===== config.mk =====
export PLATFORM = sky130hd
export DESIGN_NAME = edid_fetch
export DESIGN_NICKNAME = d
export VERILOG_FILES = /design/src/rtl/edid_fetch_pkg.sv /design/src/rtl/edid_fetch_dp.sv /design/src/rtl/edid_fetch_ctrl.sv /design/src/rtl/edid_fetch.sv
export SDC_FILE = /design/constraint.sdc
export NUM_CORES = 1
export LEC_CHECK = 0
export ABC_AREA = 1
export BUFFER_PORTS_ARGS = -buffer_cell sky130_fd_sc_hd__buf_2
export CAP_MARGIN = 20
export CORE_AREA = 2 2 175 143
export CTS_CLUSTER_SIZE = 14
export DETAILED_ROUTE_END_ITERATION = 10
export DIE_AREA = 0 0 177 145
export PLACE_DENSITY = 0.6
export SKIP_CTS_REPAIR_TIMING = 1
export SLEW_MARGIN = 5
export SYNTH_ARGS = -nofsm -noshare
export SYNTH_HDL_FRONTEND = slang
export SYNTH_SLANG_ARGS = --single-unit

===== constraint.sdc =====
create_clock -name clk -period 4.4 [get_ports clk]
set_clock_uncertainty 0.15 [all_clocks]
set_input_delay 0.66 -clock clk [delete_from_list [all_inputs] [get_ports clk]]
set_output_delay 0.66 -clock clk [all_outputs]
set_load 0.05 [all_outputs]

===== src/rtl/edid_fetch_pkg.sv =====
package edid_fetch_pkg;
  localparam int PIECE_BYTES   = 16;
  localparam int BLOCK_PIECES  = 8;
  localparam int MAX_PIECES    = 2 * BLOCK_PIECES;
  localparam int EXT_FLAG_BYTE = 126;

  typedef enum logic [1:0] {
    RSP_ACK       = 2'd0,
    RSP_NACK      = 2'd1,
    RSP_AUX_DEFER = 2'd2,
    RSP_I2C_DEFER = 2'd3
  } rsp_e;

  // strobes from control to datapath
  typedef struct packed {
    logic restart;  // back to piece 0, drop extension flag
    logic advance;  // next piece
    logic capture;  // load reply data and start streaming
  } dp_cmd_t;
endpackage


===== src/rtl/edid_fetch_dp.sv =====
module edid_fetch_dp
  import edid_fetch_pkg::*;
#(
  parameter int IDX_W = $clog2(MAX_PIECES),
  parameter int SEL_W = $clog2(PIECE_BYTES)
) (
  input  logic                     clk,
  input  logic                     rstN,
  input  dp_cmd_t                  cmd,
  input  logic [PIECE_BYTES*8-1:0] rspBuf,
  output logic [IDX_W-1:0]         pieceIdx,
  output logic [IDX_W+SEL_W-1:0]   pieceOffset,
  output logic                     extFlag,
  output logic                     streamLast,
  output logic                     edidValid,
  output logic [7:0]               edidByte,
  output logic [IDX_W+SEL_W-1:0]   edidIdx
);
  localparam int EXT_PIECE = EXT_FLAG_BYTE / PIECE_BYTES;
  localparam int EXT_LANE  = EXT_FLAG_BYTE % PIECE_BYTES;

  logic [PIECE_BYTES*8-1:0] shiftReg;
  logic [SEL_W-1:0]         byteSel;
  logic                     streaming;

  always_ff @(posedge clk) begin
    if (!rstN) begin
      pieceIdx  <= '0;
      extFlag   <= 1'b0;
      streaming <= 1'b0;
      byteSel   <= '0;
      shiftReg  <= '0;
    end else begin
      if (cmd.restart) begin
        pieceIdx <= '0;
        extFlag  <= 1'b0;
      end else if (cmd.advance) begin
        pieceIdx <= pieceIdx + 1'b1;
      end
      if (cmd.capture) begin
        shiftReg  <= rspBuf;
        streaming <= 1'b1;
        byteSel   <= '0;
        if (pieceIdx == IDX_W'(EXT_PIECE))
          extFlag <= |rspBuf[EXT_LANE*8 +: 8];
      end else if (streaming) begin
        shiftReg <= shiftReg >> 8;
        byteSel  <= byteSel + 1'b1;
        if (byteSel == SEL_W'(PIECE_BYTES - 1)) streaming <= 1'b0;
      end
    end
  end

  assign pieceOffset = {pieceIdx, SEL_W'(0)};
  assign streamLast  = streaming && (byteSel == SEL_W'(PIECE_BYTES - 1));
  assign edidValid   = streaming;
  assign edidByte    = shiftReg[7:0];
  assign edidIdx     = {pieceIdx, byteSel};
endmodule


===== src/rtl/edid_fetch_ctrl.sv =====
module edid_fetch_ctrl
  import edid_fetch_pkg::*;
#(
  parameter int PIECE_RETRIES = 10,
  parameter int READ_RETRIES  = 3,
  parameter int REPLY_TIMEOUT = 1024,
  parameter int IDX_W         = $clog2(MAX_PIECES),
  parameter int SEL_W         = $clog2(PIECE_BYTES),
  parameter int LEN_W         = $clog2(PIECE_BYTES + 1)
) (
  input  logic                   clk,
  input  logic                   rstN,
  input  logic                   start,
  input  logic                   rspDone,
  input  logic [1:0]             rspCode,
  input  logic [IDX_W-1:0]       pieceIdx,
  input  logic                   extFlag,
  input  logic                   streamLast,
  output dp_cmd_t                cmd,
  output logic                   busy,
  output logic                   done,
  output logic                   ok,
  output logic [IDX_W+SEL_W:0]   size,
  output logic                   bufClear,
  output logic                   reqStart,
  output logic                   reqWrite,
  output logic                   reqMot,
  output logic [LEN_W-1:0]       reqLen
);
  localparam int PT_W = $clog2(PIECE_RETRIES + 1);
  localparam int WT_W = $clog2(READ_RETRIES + 1);
  localparam int TO_W = $clog2(REPLY_TIMEOUT + 1);
  localparam int LAST_BASE = BLOCK_PIECES - 1;
  localparam int LAST_EXT  = MAX_PIECES - 1;

  typedef enum logic [2:0] {
    S_IDLE, S_CLEAR, S_OFFS_REQ, S_OFFS_WAIT,
    S_READ_REQ, S_READ_WAIT, S_STREAM, S_FINISH
  } state_e;

  state_e          state, stateNxt;
  logic [PT_W-1:0] pieceTry;
  logic [WT_W-1:0] wholeTry;
  logic [TO_W-1:0] waitCnt;
  logic            skipOffset;
  logic            timedOut, attemptFail, deferSeen, wholeRestart, goodEnd, badEnd;
  logic [IDX_W:0]  pieceCount;
  rsp_e            code;

  assign code       = rsp_e'(rspCode);
  assign timedOut   = (waitCnt == TO_W'(REPLY_TIMEOUT - 1));
  assign pieceCount = {1'b0, pieceIdx} + 1'b1;

  always_comb begin
    stateNxt     = state;
    cmd          = '0;
    attemptFail  = 1'b0;
    deferSeen    = 1'b0;
    wholeRestart = 1'b0;
    goodEnd      = 1'b0;
    badEnd       = 1'b0;
    case (state)
      S_IDLE: if (start) begin
        stateNxt    = S_CLEAR;
        cmd.restart = 1'b1;
      end
      S_CLEAR:    stateNxt = skipOffset ? S_READ_REQ : S_OFFS_REQ;
      S_OFFS_REQ: stateNxt = S_OFFS_WAIT;
      S_OFFS_WAIT: begin
        if (rspDone) begin
          if (code == RSP_ACK) stateNxt = S_READ_REQ;
          else                 attemptFail = 1'b1;
        end else if (timedOut) attemptFail = 1'b1;
      end
      S_READ_REQ: stateNxt = S_READ_WAIT;
      S_READ_WAIT: begin
        if (rspDone) begin
          if (code == RSP_ACK) begin
            cmd.capture = 1'b1;
            stateNxt    = S_STREAM;
          end else begin
            attemptFail = 1'b1;
            deferSeen   = (code == RSP_AUX_DEFER) || (code == RSP_I2C_DEFER);
          end
        end else if (timedOut) attemptFail = 1'b1;
      end
      S_STREAM: if (streamLast) begin
        if (pieceIdx == IDX_W'(LAST_EXT) ||
            (pieceIdx == IDX_W'(LAST_BASE) && !extFlag)) begin
          stateNxt = S_FINISH;
          goodEnd  = 1'b1;
        end else begin
          cmd.advance = 1'b1;
          stateNxt    = S_CLEAR;
        end
      end
      S_FINISH: stateNxt = S_IDLE;
      default:  stateNxt = S_IDLE;
    endcase
    if (attemptFail) begin
      if (pieceTry == PT_W'(PIECE_RETRIES - 1)) begin
        if (wholeTry == WT_W'(READ_RETRIES - 1)) begin
          stateNxt = S_FINISH;
          badEnd   = 1'b1;
        end else begin
          stateNxt     = S_CLEAR;
          cmd.restart  = 1'b1;
          wholeRestart = 1'b1;
        end
      end else begin
        stateNxt = S_CLEAR;
      end
    end
  end

  always_ff @(posedge clk) begin
    if (!rstN) begin
      state      <= S_IDLE;
      pieceTry   <= '0;
      wholeTry   <= '0;
      waitCnt    <= '0;
      skipOffset <= 1'b0;
      ok         <= 1'b0;
      size       <= '0;
    end else begin
      state <= stateNxt;
      if (state == S_OFFS_REQ || state == S_READ_REQ) waitCnt <= '0;
      else if (state == S_OFFS_WAIT || state == S_READ_WAIT) waitCnt <= waitCnt + 1'b1;

      if (cmd.restart)           skipOffset <= 1'b0;
      else if (deferSeen)        skipOffset <= 1'b1;
      else if (state == S_CLEAR) skipOffset <= 1'b0;

      if (cmd.restart || cmd.advance) pieceTry <= '0;
      else if (attemptFail)           pieceTry <= pieceTry + 1'b1;

      if (state == S_IDLE && start) wholeTry <= '0;
      else if (wholeRestart)        wholeTry <= wholeTry + 1'b1;

      if (state == S_IDLE && start) begin
        ok   <= 1'b0;
        size <= '0;
      end else if (goodEnd) begin
        ok   <= 1'b1;
        size <= {pieceCount, SEL_W'(0)};
      end else if (badEnd) begin
        ok   <= 1'b0;
        size <= '0;
      end
    end
  end

  assign busy     = (state != S_IDLE);
  assign done     = (state == S_FINISH);
  assign bufClear = (state == S_CLEAR);
  assign reqStart = (state == S_OFFS_REQ) || (state == S_READ_REQ);
  assign reqWrite = (state == S_OFFS_REQ);
  assign reqMot   = (state == S_OFFS_REQ);
  assign reqLen   = (state == S_OFFS_REQ) ? LEN_W'(1) : LEN_W'(PIECE_BYTES);
endmodule


===== src/rtl/edid_fetch.sv =====
module edid_fetch
  import edid_fetch_pkg::*;
#(
  parameter logic [6:0] DEV_ADDR      = 7'h50,
  parameter int         PIECE_RETRIES = 10,
  parameter int         READ_RETRIES  = 3,
  parameter int         REPLY_TIMEOUT = 1024
) (
  input  logic         clk,
  input  logic         rstN,
  input  logic         start,
  output logic         busy,
  output logic         done,
  output logic         ok,
  output logic [8:0]   size,
  output logic         bufClear,
  output logic         reqStart,
  output logic         reqWrite,
  output logic         reqMot,
  output logic [4:0]   reqLen,
  output logic [19:0]  reqAddr,
  output logic [7:0]   reqByte,
  input  logic         rspDone,
  input  logic [1:0]   rspCode,
  input  logic [127:0] rspBuf,
  output logic         edidValid,
  output logic [7:0]   edidByte,
  output logic [7:0]   edidIdx
);
  localparam int IDX_W = $clog2(MAX_PIECES);
  localparam int SEL_W = $clog2(PIECE_BYTES);

  dp_cmd_t          cmd;
  logic [IDX_W-1:0] pieceIdx;
  logic             extFlag, streamLast;

  edid_fetch_ctrl #(
    .PIECE_RETRIES(PIECE_RETRIES), .READ_RETRIES(READ_RETRIES),
    .REPLY_TIMEOUT(REPLY_TIMEOUT), .IDX_W(IDX_W), .SEL_W(SEL_W), .LEN_W(5)
  ) u_ctrl (
    .clk(clk), .rstN(rstN), .start(start), .rspDone(rspDone), .rspCode(rspCode),
    .pieceIdx(pieceIdx), .extFlag(extFlag), .streamLast(streamLast), .cmd(cmd),
    .busy(busy), .done(done), .ok(ok), .size(size), .bufClear(bufClear),
    .reqStart(reqStart), .reqWrite(reqWrite), .reqMot(reqMot), .reqLen(reqLen)
  );

  edid_fetch_dp #(.IDX_W(IDX_W), .SEL_W(SEL_W)) u_dp (
    .clk(clk), .rstN(rstN), .cmd(cmd), .rspBuf(rspBuf), .pieceIdx(pieceIdx),
    .pieceOffset(reqByte), .extFlag(extFlag), .streamLast(streamLast),
    .edidValid(edidValid), .edidByte(edidByte), .edidIdx(edidIdx)
  );

  // device address in the low field, upper address fields zero
  assign reqAddr = {13'b0, DEV_ADDR};
endmodule


Yosys cells after proc, flatten, opt, wreduce, memory -nomap -nowiden. Index checks and enable logic that the tools add are counted.

Register bits after elaboration: 165. Bits of input ports: 134. Word-level logic and storage cells: 117.

Bitwise operators: 1. Mux-type cells: 54. Add/subtract/negate cells: 6. Eq/ne operators: 21. Reductions and logical operators: 23.

Operator list (number): two-way mux 128 bit (2); two-way mux 1 bit (37); two-way mux 3 bit (11); one-hot mux 3 bit (8 select lines) (1); two-way mux 9 bit (2); adder 4 x 1 -> 4 bit (second input constant) (3); equality test 3 bit (second input constant) (4); equality test 4 bit (second input constant) (3); != test 3 x 2 -> 1 bit (second input constant) (4); OR reduction 2 bit (6); adder 11 x 1 -> 11 bit (second input constant) (1); equality test 11 x 10 -> 1 bit (second input constant) (1); OR reduction 8 bit (1); equality test 2 bit (second input constant) (3); equality test 3 x 2 -> 1 bit (second input constant) (2); != test 3 x 1 -> 1 bit (second input constant) (2); AND reduction 6 bit (1); nonzero test 2 bit (3); adder 4 x 1 -> 5 bit (second input constant) (1); logical OR 1 bit (5); two-way mux 5 bit (1); equality test 4 x 3 -> 1 bit (second input constant) (1); equality test 3 x 1 -> 1 bit (second input constant) (1); logical AND 1 bit (3); 6 further kinds (6).

Logic depth before layout (Yosys ltp).
Depth in word-level cells: 8. Mapped depth: 11. Gate-level depth less buffers: 10.

By module. From an unflattened synthesis, not the netlist that was laid out.

Cells, all modules: 1095. Area, all modules: 7741.2 um^2.

Modules (own cells, without submodules): edid_fetch_dp (times used 1, cells each 839, seq. area each 2762.6 um^2, area each 6020.8 um^2); edid_fetch_ctrl (times used 1, cells each 234, seq. area each 540.5 um^2, area each 1562.7 um^2); edid_fetch (times used 1, cells each 22, seq. area each 0.0 um^2, area each 157.7 um^2).

Worst setup path before layout. OpenSTA, ideal clock, no wires.

Kind: flip-flop to output port. Start: register u_ctrl.state[0]. End: output port reqStart. Stages on the path, launching flop included: 5. Required time: 3.590 ns. Arrival time: 2.907 ns. Slack: 0.683 ns. Buffers on the path: 1. Cells stage by stage: dfxtp_1 buf_4 nor3_1 inv_1 nand2_1.

Longest elaborated chain between the ends: 2. Elaborated cells on any way between the ends: 3. Classes of those cells: eq/ne: 2; reduce/logical: 1.

RTL lines: start: declaration (RTL line edid_fetch_ctrl.sv:41) `state_e state, stateNxt;`; start signal: assignment (RTL line edid_fetch_ctrl.sv:126) `state <= stateNxt;`; equality test 3 x 2 -> 1 bit; via reqMot (RTL line edid_fetch.sv:19) `output logic reqMot,`; logical OR 1 bit (RTL line edid_fetch_ctrl.sv:156) `assign reqStart = (state == S_OFFS_REQ) || (state == S_READ_REQ);`; end: declaration (RTL line edid_fetch.sv:17) `output logic reqStart,`.

The timed path passes the listed nets, and every way through them passes these cells.

Worst setup path in the final report.
Start: register u_ctrl.state[0]. End: register u_dp.shiftReg[32].

Longest elaborated chain between the ends: 3. Elaborated cells on any way between the ends: 4. Classes of those cells: eq/ne: 1; mux: 2; reduce/logical: 1.

RTL lines: equality test 3 bit * (RTL line edid_fetch_ctrl.sv:62) `case (state)`; two-way mux 1 bit * (RTL line edid_fetch_ctrl.sv:62); two-way mux 128 bit / nonzero test 2 bit (equally long branches); end signal: assignment (RTL line edid_fetch_dp.sv:41) `shiftReg <= rspBuf;`; end signal: assignment (RTL line edid_fetch_dp.sv:47) `shiftReg <= shiftReg >> 8;`; end: declaration (RTL line edid_fetch_dp.sv:22) `logic [PIECE_BYTES*8-1:0] shiftReg;`.

Mark *: on every way between the ends. The rest lies on a longest branch, timed or not. A chain may end at the register's enable or synchronous reset.

==> impl_metrics.env <==
export IMPL_outcome="finished clean"
export IMPL_routabilityCongestion=0.8140
export IMPL_syn_area_per_cell_um2=7.369
export IMPL_hold_path_endpoint="u_ctrl.wholeTry[1]$_SDFFE_PP0P_"
export IMPL_worstReg2RegStart="u_ctrl.state[0]$_SDFFE_PN0P_"
export IMPL_cts_max_path_buffers=2
export IMPL_synth_flop_cell="dfxtp_1"
export IMPL_fillers=2543
export IMPL_portBuffers=168
export IMPL_layout_common_cells="310 x nand2_1, 168 x buf_2, 164 x dfxtp_1"
export IMPL_fin_area_um2=8801
export IMPL_fmax_mhz=376.6
export IMPL_top_layer="met4"
export IMPL_areaGrowthSynthToFinish_pct=16.98
export IMPL_die_h_um=145
export IMPL_grt_pass1_wl_um=32300
export IMPL_min_path_cells=2
export IMPL_vias=7092
export IMPL_syn_inst=1021
export IMPL_diodes=0
export IMPL_required_ps=4500
export IMPL_wl_met3_um=1007
export IMPL_arrival_ps=2760
export IMPL_power_density_nw_per_um2=401.2
export IMPL_placementRows=51
export IMPL_r2r_end="u_dp.shiftReg[32]$_SDFFE_PN0P_"
export IMPL_clock_latency_ps=420
export IMPL_crit_path_max_fanout=97
export IMPL_setup_viol=0
export IMPL_p_total_uw=3531
export IMPL_drt_total_wl_um=20160
export IMPL_final_common_cell="nand2_1"
export IMPL_hp_start="u_ctrl.wholeTry[1]$_SDFFE_PP0P_"
export IMPL_wl_met2_um=9030
export IMPL_cts_num_sinks=165
export IMPL_antenna_found_initial=0
export IMPL_tightest_slew_ps=1028
export IMPL_max_slew_margin_pct=31.33
export IMPL_synth_cell_area_um2=7523
export IMPL_synthArstFlopShare_pct=0
export IMPL_placed_area_um2=8245
export IMPL_rr_worst_depth=7
export IMPL_min_period_ps=2655
export IMPL_wl_met1_um=9923
export IMPL_grt_usage_pct=15.31
export IMPL_rrSetupSlack_ps=1740
export IMPL_drive_above_1_share_pct=19.84
export IMPL_grt_max_degree=98
export IMPL_cts_tree="done"
export IMPL_endpoint_kind="flip-flop"
export IMPL_synth_edf_count=0
export IMPL_cts_root_buffer="clkbuf_16"
export IMPL_fin_util_pct=36.78
export IMPL_routedWlPerCell_um=13.84
export IMPL_dieArea_um2=25670
export IMPL_leakage_uw=0.003166
export IMPL_min_period_over_period_pct=60.35
export IMPL_route_detailed_drc=0
export IMPL_critical_path_class="flip-flop to flip-flop"
export IMPL_grt_pass1_vias=6372
export IMPL_via_per_inst=4.868
export IMPL_yosysSeqAreaShare_pct=43.90
export IMPL_peakVddDrop_mv=0.2710
export IMPL_rsz0062_at_grt="no"
export IMPL_clk_pin_slew_ps=70
export IMPL_max_cap_violations=0
export IMPL_drt_pass1_iter_count=5
export IMPL_cts_htree_levels=4
export IMPL_start_util_pct=31.44
export IMPL_whs_ps=305.2
export IMPL_coreArea_um2=23930
export IMPL_drtIter0Drc=579
export IMPL_numCtsBuffers=17
export IMPL_synth_cell_types=34
export IMPL_nNetsFinal=1268
export IMPL_setup_tns_ps=0
export IMPL_hold_path_class="flip-flop to flip-flop"
export IMPL_ant_nets=0
export IMPL_drv_slew=0
export IMPL_dp_hpwl_um=13120
export IMPL_synth_warnings=0
export IMPL_grt_overflow_total=0
export IMPL_synth_seq_cells=165
export IMPL_ios=200
export IMPL_cp_start_kind="flip-flop"
export IMPL_die_w_um=177
export IMPL_final_hold_violation_count=0
[synth_stat cells (3+ instances only)]
cell | number | area [um^2]
buf_2 | 23 | 115.1
nor2_1 | 39 | 146.4
nand2_1 | 310 | 1164
inv_1 | 30 | 112.6
nand2_2 | 5 | 31.28
xor2_1 | 5 | 43.79
a31oi_1 | 121 | 757.0
buf_4 | 62 | 465.5
buf_1 | 11 | 41.29
ha_1 | 6 | 75.07
nor3_1 | 7 | 35.03
dfxtp_1 | 165 | 3303
nand3_1 | 141 | 705.7
nand4_1 | 3 | 18.77
o21ai_0 | 10 | 50.05
inv_2 | 4 | 15.01
nor2_2 | 3 | 18.77
clkbuf_1 | 19 | 71.32
a21oi_1 | 35 | 175.2
[kinds of logic after synthesis]
group | share of synthesized area [%]
buf+inv | 11.06
fa+ha+maj | 0.9978
other cells | 0.09982
flops | 43.90
xor+xnor | 0.8149
simple gates | 29.69
compound gates | 13.44
[critical path, stage by stage (launching register included)]
cell     delay (ps)
dfxtp_1         580
nand3_4         160
nor2_4          170
buf_4           380
inv_4           430
buf_4           360
nand3_1          90
a31oi_1         100
[worst max path at each step]
| stage | to | startpoint | cells past startpoint | slack [ps] |
|---|---|---|---|---|
| floorplan | reqStart | u_ctrl.state[0]$_SDFFE_PN0P_ | 4 | 680 |
| global placement | u_dp.shiftReg[59]$_SDFFE_PN0P_ | rspCode[0] | 9 | 1460 |
| detailed placement | u_dp.shiftReg[83]$_SDFFE_PN0P_ | rspCode[0] | 9 | 1440 |
| CTS | u_dp.shiftReg[32]$_SDFFE_PN0P_ | u_ctrl.state[0]$_SDFFE_PN0P_ | 7 | 1770 |
| global route | u_dp.shiftReg[90]$_SDFFE_PN0P_ | u_ctrl.state[0]$_SDFFE_PN0P_ | 7 | 1560 |
| finish | u_dp.shiftReg[32]$_SDFFE_PN0P_ | u_ctrl.state[0]$_SDFFE_PN0P_ | 7 | 1740 |
[layer usage]
metal  vias up  track usage [%]
li1       3594                -
met1      3289            22.28
met2       194            23.07
met3        15            3.014
met4         0            3.678
met5         -                0
[state kept, by name (all words and copies together) (netlist names)]
register	flops
u_ctrl.ok	1
u_ctrl.pieceTry	4
u_ctrl.size	5
u_ctrl.skipOffset	1
u_ctrl.state	3
u_ctrl.waitCnt	11
u_ctrl.wholeTry	2
u_dp.byteSel	4
u_dp.edidValid	1
u_dp.extFlag	1
u_dp.pieceIdx	4
u_dp.shiftReg	128
[through the flow]
| step | setup slack [ps] | cells |
|---|---|---|
| 2_1_floorplan | 683.3 | 1050 |
| 6_report | 1745 | 1457 |
| 3_3_place_gp | 1459 | 1427 |
| 5_1_grt | 1556 | 1457 |
| 4_1_cts | 1766 | 1457 |
| 3_5_place_dp | 1444 | 1427 |
[layout make-up]
| class | instances | area [um^2] | share of cell area, % |
|---|---|---|---|
| Clock buffer | 20 | 456.7 | 5.189 |
| Clock inverter | 10 | 98.84 | 1.123 |
| Inverter | 34 | 132.6 | 1.507 |
| Multi-Input combinational cell | 735 | 3502 | 39.79 |
| Sequential cell | 165 | 3307 | 37.57 |
| Tap cell | 318 | 397.9 | 4.521 |
| Timing Repair Buffer | 175 | 905.9 | 10.29 |
[where the power goes]
group	total [uW]	internal, uW	leakage (uW)	switching (uW)
Sequential	1570	1530	0.00133	43.3
Combinational	534	141	0.00157	392
Clock	1430	808	0.000265	620
(Power assumes the default switching activity.)
